**src/rtl/color_cfg_regs.sv**
```systemverilog
module color_cfg_regs #(
  parameter int DW = 8,
  parameter int AW = 3,
  parameter int GW = 4
) (
  input  logic          clk,
  input  logic          rst_n,
  input  logic          cs_n,
  input  logic          rd_n,
  input  logic          wr_n,
  input  logic [AW-1:0] addr,
  input  logic [DW-1:0] wdata,
  output logic [DW-1:0] rdata,
  output logic          rdata_en,
  input  logic          rst_clk,
  input  logic          line_start,
  output logic          cds_en,
  output logic          mono,
  output logic          span_4v,
  output logic          span_2v,
  output logic          span_ext,
  output logic [1:0]    clamp_mode,
  output logic [1:0]    active_ch,
  output logic          clamp_sw
);
  localparam logic [DW-1:0] MODE_MASK = ~(DW'(1) << 5);

  logic [2:0]    wr_sync;
  logic [1:0]    cs_sync;
  logic          wr_stb;
  logic [1:0]    ptr;
  logic [DW-1:0] mode_q;
  logic [1:0]    act_q;
  logic [DW-1:0] in_off [4];
  logic [GW-1:0] gain   [4];
  logic [DW-1:0] odd_off[4];
  logic [DW-1:0] evn_off[4];
  logic [DW-1:0] rmux;
  logic          ptr_ok;

  always_ff @(posedge clk or negedge rst_n) begin
    if (!rst_n) begin
      wr_sync <= '1;
      cs_sync <= '1;
    end else begin
      wr_sync <= {wr_sync[1:0], wr_n};
      cs_sync <= {cs_sync[0], cs_n};
    end
  end

  assign wr_stb = wr_sync[1] & ~wr_sync[2] & ~cs_sync[1];
  assign ptr_ok = (ptr != 2'b11);

  always_ff @(posedge clk or negedge rst_n) begin
    if (!rst_n) begin
      ptr    <= '0;
      mode_q <= '0;
      act_q  <= '0;
      for (int i = 0; i < 4; i++) begin
        in_off[i]  <= '0;
        gain[i]    <= '0;
        odd_off[i] <= '0;
        evn_off[i] <= '0;
      end
    end else if (wr_stb) begin
      case (addr)
        AW'(0): ptr <= wdata[DW-1:DW-2];
        AW'(1): begin
          mode_q <= wdata & MODE_MASK;
          act_q  <= ptr;
        end
        AW'(2): if (ptr_ok) in_off[ptr]  <= wdata;
        AW'(3): if (ptr_ok) gain[ptr]    <= wdata[GW-1:0];
        AW'(4): if (ptr_ok) odd_off[ptr] <= wdata;
        AW'(5): if (ptr_ok) evn_off[ptr] <= wdata;
        default: ;
      endcase
    end
  end

  always_comb begin
    case (addr)
      AW'(0):  rmux = {ptr, {(DW-2){1'b0}}};
      AW'(1):  rmux = mode_q;
      AW'(2):  rmux = in_off[ptr];
      AW'(3):  rmux = {{(DW-GW){1'b0}}, gain[ptr]};
      AW'(4):  rmux = odd_off[ptr];
      AW'(5):  rmux = evn_off[ptr];
      default: rmux = '0;
    endcase
  end

  assign rdata_en   = ~cs_n & ~rd_n;
  assign rdata      = rdata_en ? rmux : '0;
  assign cds_en     = mode_q[0];
  assign mono       = mode_q[1];
  assign span_4v    = mode_q[2];
  assign span_2v    = mode_q[3];
  assign span_ext   = mode_q[4];
  assign clamp_mode = mode_q[DW-1:DW-2];
  assign active_ch  = act_q;
  assign clamp_sw   = rst_clk & ((clamp_mode == 2'b00 & ~line_start) | (clamp_mode == 2'b01));
endmodule


```
**config.mk**
```make
export PLATFORM = sky130hd
export DESIGN_NAME = color_cfg_regs
export DESIGN_NICKNAME = d
export VERILOG_FILES = /design/src/rtl/color_cfg_regs.sv
export SDC_FILE = /design/constraint.sdc
export NUM_CORES = 1
export LEC_CHECK = 0
export BUFFER_PORTS_ARGS = -buffer_cell sky130_fd_sc_hd__buf_4
export CORE_ASPECT_RATIO = 0.9
export CORE_MARGIN = 2
export CORE_UTILIZATION = 35
export CTS_CLUSTER_DIAMETER = 100
export DETAILED_ROUTE_END_ITERATION = 10
export SLEW_MARGIN = 15
export SYNTH_ARGS = -nofsm -noshare
export SYNTH_HDL_FRONTEND = slang
export SYNTH_SLANG_ARGS = --single-unit
```
**constraint.sdc**
```tcl
create_clock -name clk -period 1.8 [get_ports clk]
set_input_delay 0 -clock clk [delete_from_list [all_inputs] [get_ports clk]]
set_output_delay 0 -clock clk [all_outputs]
set_load 0.005 [all_outputs]
```
==> results_dict.tcl, run 1 <==
set metrics [dict create \
    status "finished with violations" \
    violations "setup timing" \
    fin_nets 429 \
    multi_input_area_um2 2250 \
    grt_pass1_wl_um 20100 \
    clock_sinks 128 \
    fin_crit_sh_pct 115 \
    clock_latency_ns 0.41 \
    preCtsSetupSlack_ns -0.0238 \
    path_clk_slew_ns 0.05 \
    synth_flop_cell "dfrtp_1" \
    synth_top_area_share_pct 55.0 \
    finalMaxSlewViolations 0 \
    place_area_um2 6120 \
    powerDensity_nw_per_um2 1110 \
    skew_ns 0.00420 \
    hold_viol 0 \
    drtPass1Iterations 4 \
    drt-total-wl_um 12600 \
    fin_util_pct 44.5 \
    grt_remaining_overflow 0 \
    design.portCount 37 \
    synth.most_common_cell "dfrtp_1" \
    grt_use_total_pct 16.4 \
    synth_area_um2 5600 \
    cp.required_ns 1.80 \
    drc 0 \
    final-setup-viol-count 8 \
    peakVddDrop_uv 526 \
    setup_ws_ns -0.272 \
    postSynthNetCount 386 \
    ys_async_sr_fraction_pct 100 \
    synth_top_area_cell "dfrtp_1" \
    syn2layout_area_growth_pct 23.6 \
    cts_tree "yes" \
    p_leak_nw 3.24 \
    grt_pass1_vias 3540 \
    r2r_setup_slack_ns 0.08 \
    hold_path.class "input port to asynchronous set/reset pin" \
    synth.yosys.warnings 0 \
    timing.rr.end "evn_off[29]" \
    place.port_buffers 36 \
    ctsRootBufferMaster "clkbuf_16" \
    critPathMaxFanout 13 \
    drive_gt1_share_pct 56.6 \
    dpl.hpwl_um 8370 \
    vias 3208 \
    ant_nets 0 \
    viasPerCell 5.12 \
    fp.dieW_um 137 \
    ff2ff_path_depth 5 \
    drv_cap 0 \
    yosysSeqAreaShare_pct 57.3 \
    r2r_start "ptr[1]" \
    fp-row-count 43 \
    syn_inst 368 \
    max_freq_ghz 0.483 \
    syn_area_per_cell_um2 15.2 \
    relSlewSlack_pct 49.3 \
    end_kind "primary output" \
    synth-edff-count 0 \
    htreeDepth 4 \
    rsz0062_at_grt "yes" \
    ys_top_cells_by_count "dfrtp_1 (123), mux2_2 (89), clkbuf_1 (36), mux4_2 (28), nand2_1 (14)" \
    max-clock-path-buffers 2 \
    detail_route.wl_per_cell_um 20.0 \
    core_region_area_um2 15500 \
    worst_slew_pin_slew_ns 0.757 \
    crit_type "flop to primary output" \
    yosysUniqueCellTypes 34 \
    synth_seq_cells 128 \
    critPathArrivalTime_ns 2.07 \
    final_area_um2 6920 \
    diodes 0 \
    regArea_um2 3210 \
    drt_iter0_markers 96 \
    grt_max_degree 52 \
    antenna_found_initial 0 \
    start_kind "flop" \
    place_inst 577 \
    die_h_um 124 \
    gp_congestion 0.787 \
    hold_ws_ns 0.0875 \
    n_fill_cell 1351 \
    fin_crit_ns 2.07 \
    start_util_pct 36.0 \
    final_cells 626 \
    synth.top_cells.by_area "dfrtp_1 (55%), mux2_2 (18%), mux4_2 (11%)" \
    cts_buffers 17 \
    die_area_um2 17000 \
]
-- through the flow --
step | total power [mW] | TNS (ns)
after detailed placement | 4.47 | -0.263
after CTS | 7.73 | -2.16
after global placement | 4.44 | 0
after floorplan | 4.02 | 0
final | 7.65 | -1.94
after global routing | 8.00 | -2.65
-- cell families after synthesis --
logic type / share of synthesized area [%]
AND/OR/NAND/NOR: 5.23
flip-flops: 57.3
multiplexers: 30.4
buffers and inverters: 3.98
AO/OA/AOI/OAI: 3.13
-- routing by layer --
metal | GRT usage [%] | wire length [um] | up-vias
met2 | 25.9 | 5970 | 62
met5 | 0 | 0 | -
met4 | 5.22 | 154 | 0
met1 | 21.8 | 5860 | 1711
li1 | - | - | 1423
met3 | 5.09 | 563 | 12
-- timing repair --
action                                  in CTS  in global routing
pin swaps                                    5                  4
resized for setup                           15                  8
endpoints found under the setup margin      28                 29
hold buffers                                11                  0
endpoints found under the hold margin      220                  0
cloned                                       0                  0
buffers inserted                             6                  0
-- state kept, by name, summed over array words and instances, names as in the netlist --
name / cells
active_ch: 2
ptr: 2
gain: 16
wr_sync: 3
evn_off: 32
mode_q: 7
odd_off: 32
in_off: 32
cs_sync: 2
-- area by class of cell --
| class | count | area share [%] |
|---|---|---|
| Sequential cell | 128 | 46.4 |
| Multi-Input combinational cell | 190 | 32.5 |
| Timing Repair Buffer | 73 | 9.56 |
| Clock buffer | 25 | 7.01 |
| Tap cell | 202 | 3.65 |
| Clock inverter | 7 | 0.867 |
| Inverter | 1 | 0.0542 |
-- report_power, final --
group          leakage (nW)  internal [mW]  switching [mW]  total [mW]
combinational          1.24          0.702           0.494        1.20
clock                 0.275           1.99            1.16        3.15
sequential             1.72           3.15           0.158        3.31
-- worst max-delay path, stage by stage (launching register included) --
cell and delay, ns:
dfrtp_2 0.42, buf_12 0.19, buf_6 0.11, mux4_2 0.49, a22oi_2 0.22, a21oi_2 0.09
buf_4 0.14
-- cells in the final DEF (no fill, tap or decap), types with 4 or more instances in the layout --
| cell type | count |
|---|---|
| a22oi_2 | 8 |
| clkinv_2 | 6 |
| mux4_2 | 28 |
| clkbuf_1 | 5 |
| nand2_1 | 13 |
| a22oi_1 | 5 |
| nand2_2 | 6 |
| mux2_2 | 89 |
| nand2_4 | 4 |
| dfrtp_1 | 122 |
| dfstp_2 | 5 |
| clkbuf_16 | 17 |
| mux2_1 | 6 |
| a31oi_1 | 4 |
| buf_12 | 6 |
| dlygate4sd3_1 | 11 |
| buf_4 | 54 |
-- worst max-delay path by stage --
stage	cells past startpoint	slack (ns)	endpoint	startpoint
finish	6	-0.27	rdata[4]	ptr[0]
global route	6	-0.36	rdata[2]	ptr[0]
CTS	6	-0.30	rdata[6]	ptr[0]
detailed placement	4	-0.02	in_off[9]	wr_sync[1]
global placement	5	0.001	rdata[2]	ptr[0]
floorplan	4	0.16	odd_off[21]	wr_sync[1]
No activity file was read; power rests on OpenSTA's default activity.
==> run 2, diff against run 1 <==
SKIP_CTS_REPAIR_TIMING = 1   (was unset)
SLEW_MARGIN = 20   (was 15)
==> results_dict.tcl, run 2 (synthesis gave the netlist of run 1 again) <==
set metrics [dict create \
    fp-row-count 43 \
    violations "setup timing" \
    final-setup-viol-count 8 \
    seq_power_share_pct 43.4 \
    core_region_area_um2 15500 \
    vias 3189 \
    antenna_found_initial 0 \
    detail_route.wl_per_cell_um 20.2 \
    clock_sinks 128 \
    grt_max_degree 52 \
    peakVddDrop_uv 525 \
    die_h_um 124 \
    design.portCount 37 \
    fp.dieW_um 137 \
    max_freq_ghz 0.479 \
    final_common_cell "dfrtp_1" \
    final.setup.tns_ns -1.98 \
    cp_common_cell "buf_4" \
    p_sw_share_pct 23.7 \
    slowest_delay_ns 0.50 \
    final_cell_mix "dfrtp_1 (122), mux2_2 (88), buf_4 (53), mux4_2 (28), clkbuf_16 (17)" \
    power_frac_comb_pct 15.1 \
    start_kind "flop" \
    fin_crit_sh_pct 116 \
    path_delay_family "multiplexers" \
    met1_usage_pct 21.5 \
    gp_congestion 0.787 \
    ant_nets 0 \
    fin_crit_ns 2.09 \
    critPathArrivalTime_ns 2.09 \
    final_area_um2 6860 \
    ff2ff_path_depth 5 \
    setup_ws_ns -0.288 \
    drt-total-wl_um 12600 \
    max-clock-path-buffers 2 \
    path_clk_slew_ns 0.05 \
    worstPathCellList "buf_12 -> buf_4 -> mux4_2 -> a22oi_2 -> a21oi_2 -> buf_4" \
    met2_usage_pct 26.0 \
    diodes 0 \
    viasPerCell 5.12 \
    grt_use_total_pct 16.3 \
    multi_input_area_um2 2230 \
    cts_tree "yes" \
    p_clk_share_pct 41.5 \
    htreeDepth 4 \
    place_area_um2 6120 \
    drc 0 \
    slowest_stage "mux4_2" \
    syn2layout_area_growth_pct 22.5 \
    cts_buffers 17 \
    drtPass1Iterations 4 \
    hold_viol 0 \
    r2r_start "wr_sync[1]" \
    start_util_pct 36.0 \
    grt.met3_usage_pct 5.01 \
    grt_pass1_wl_um 19900 \
    crit_type "flop to primary output" \
    startpoint "ptr[0]" \
    fin_nets 426 \
    preCtsSetupSlack_ns -0.0238 \
    end_kind "primary output" \
    n_fill_cell 1355 \
    drt_iter0_markers 127 \
    p_leak_nw 3.19 \
    place.port_buffers 36 \
    drv_cap 0 \
    grt_remaining_overflow 0 \
    powerDensity_nw_per_um2 1110 \
    grt_pass1_vias 3465 \
    switching_power_mw 1.81 \
    relSlewSlack_pct 56.2 \
    crit_cells 6 \
    clock_latency_ns 0.41 \
    finalMaxSlewViolations 0 \
    reg.largest.list "evn_off: 32 flops, in_off: 32 flops, odd_off: 32 flops" \
    cp.required_ns 1.80 \
    p_int_mw 5.81 \
    worst_slew_pin_slew_ns 0.654 \
    regArea_um2 3210 \
    worst-path-buf-inv 3 \
    ctsRootBufferMaster "clkbuf_16" \
    grt-busiest-layer "met2" \
    drive_gt1_share_pct 54.9 \
    rsz0062_at_grt "yes" \
    status "finished with violations" \
    skew_ns 0.00486 \
    die_area_um2 17000 \
    hold_path.class "input port to asynchronous set/reset pin" \
    critPathMaxFanout 13 \
    dpl.hpwl_um 8370 \
]
-- run 2: through the flow --
stage / utilization [%] / power, mW / cells / hold slack, ns
floorplan: - / 4.02 / 368 / -0.296
global placement: 39.3 / 4.44 / 577 / -0.0244
detailed placement: 39.3 / 4.47 / 577 / -0.0257
CTS: 42.9 / 7.65 / 609 / -0.457
global route: 44.1 / 7.95 / 623 / 0.119
finish: 44.1 / 7.61 / 623 / 0.0865
-- run 2: worst paths after layout --
| path | slack [ns] | endpoint |
|---|---|---|
| setup reg to reg | 0.04 | evn_off[13] |
| hold / removal | 0.09 | evn_off[5] |
| min in group clk | 0.10 | ptr[1] |
| setup / recovery | -0.29 | rdata[4] |
| max in group asynchronous | 1.06 | wr_sync[0] |
| hold reg to reg | 0.36 | cs_sync[1] |
-- run 2: area by class of cell --
| cell class | instances | area share (%) |
|---|---|---|
| clock buffers | 25 | 7.08 |
| clock inverters | 7 | 0.875 |
| multi-input cells | 190 | 32.4 |
| repair buffers | 70 | 9.08 |
| flip-flops and latches | 128 | 46.8 |
| inverters | 1 | 0.0547 |
| well taps | 202 | 3.68 |
-- run 2: routing by layer --
layer	part of all wire [%]	vias up
li1	-	1419
met1	47	1709
met2	48	54
met3	4.3	7
met4	0.81	0
met5	0	-
-- run 2: power groups by stage --
stage	combinational, mW	clock [mW]	sequential (mW)
after global routing	1.25	3.37	3.34
final	1.15	3.16	3.30
after detailed placement	1.12	0	3.35
after global placement	1.10	0	3.34
after floorplan	0.736	0	3.29
after CTS	1.13	3.23	3.30
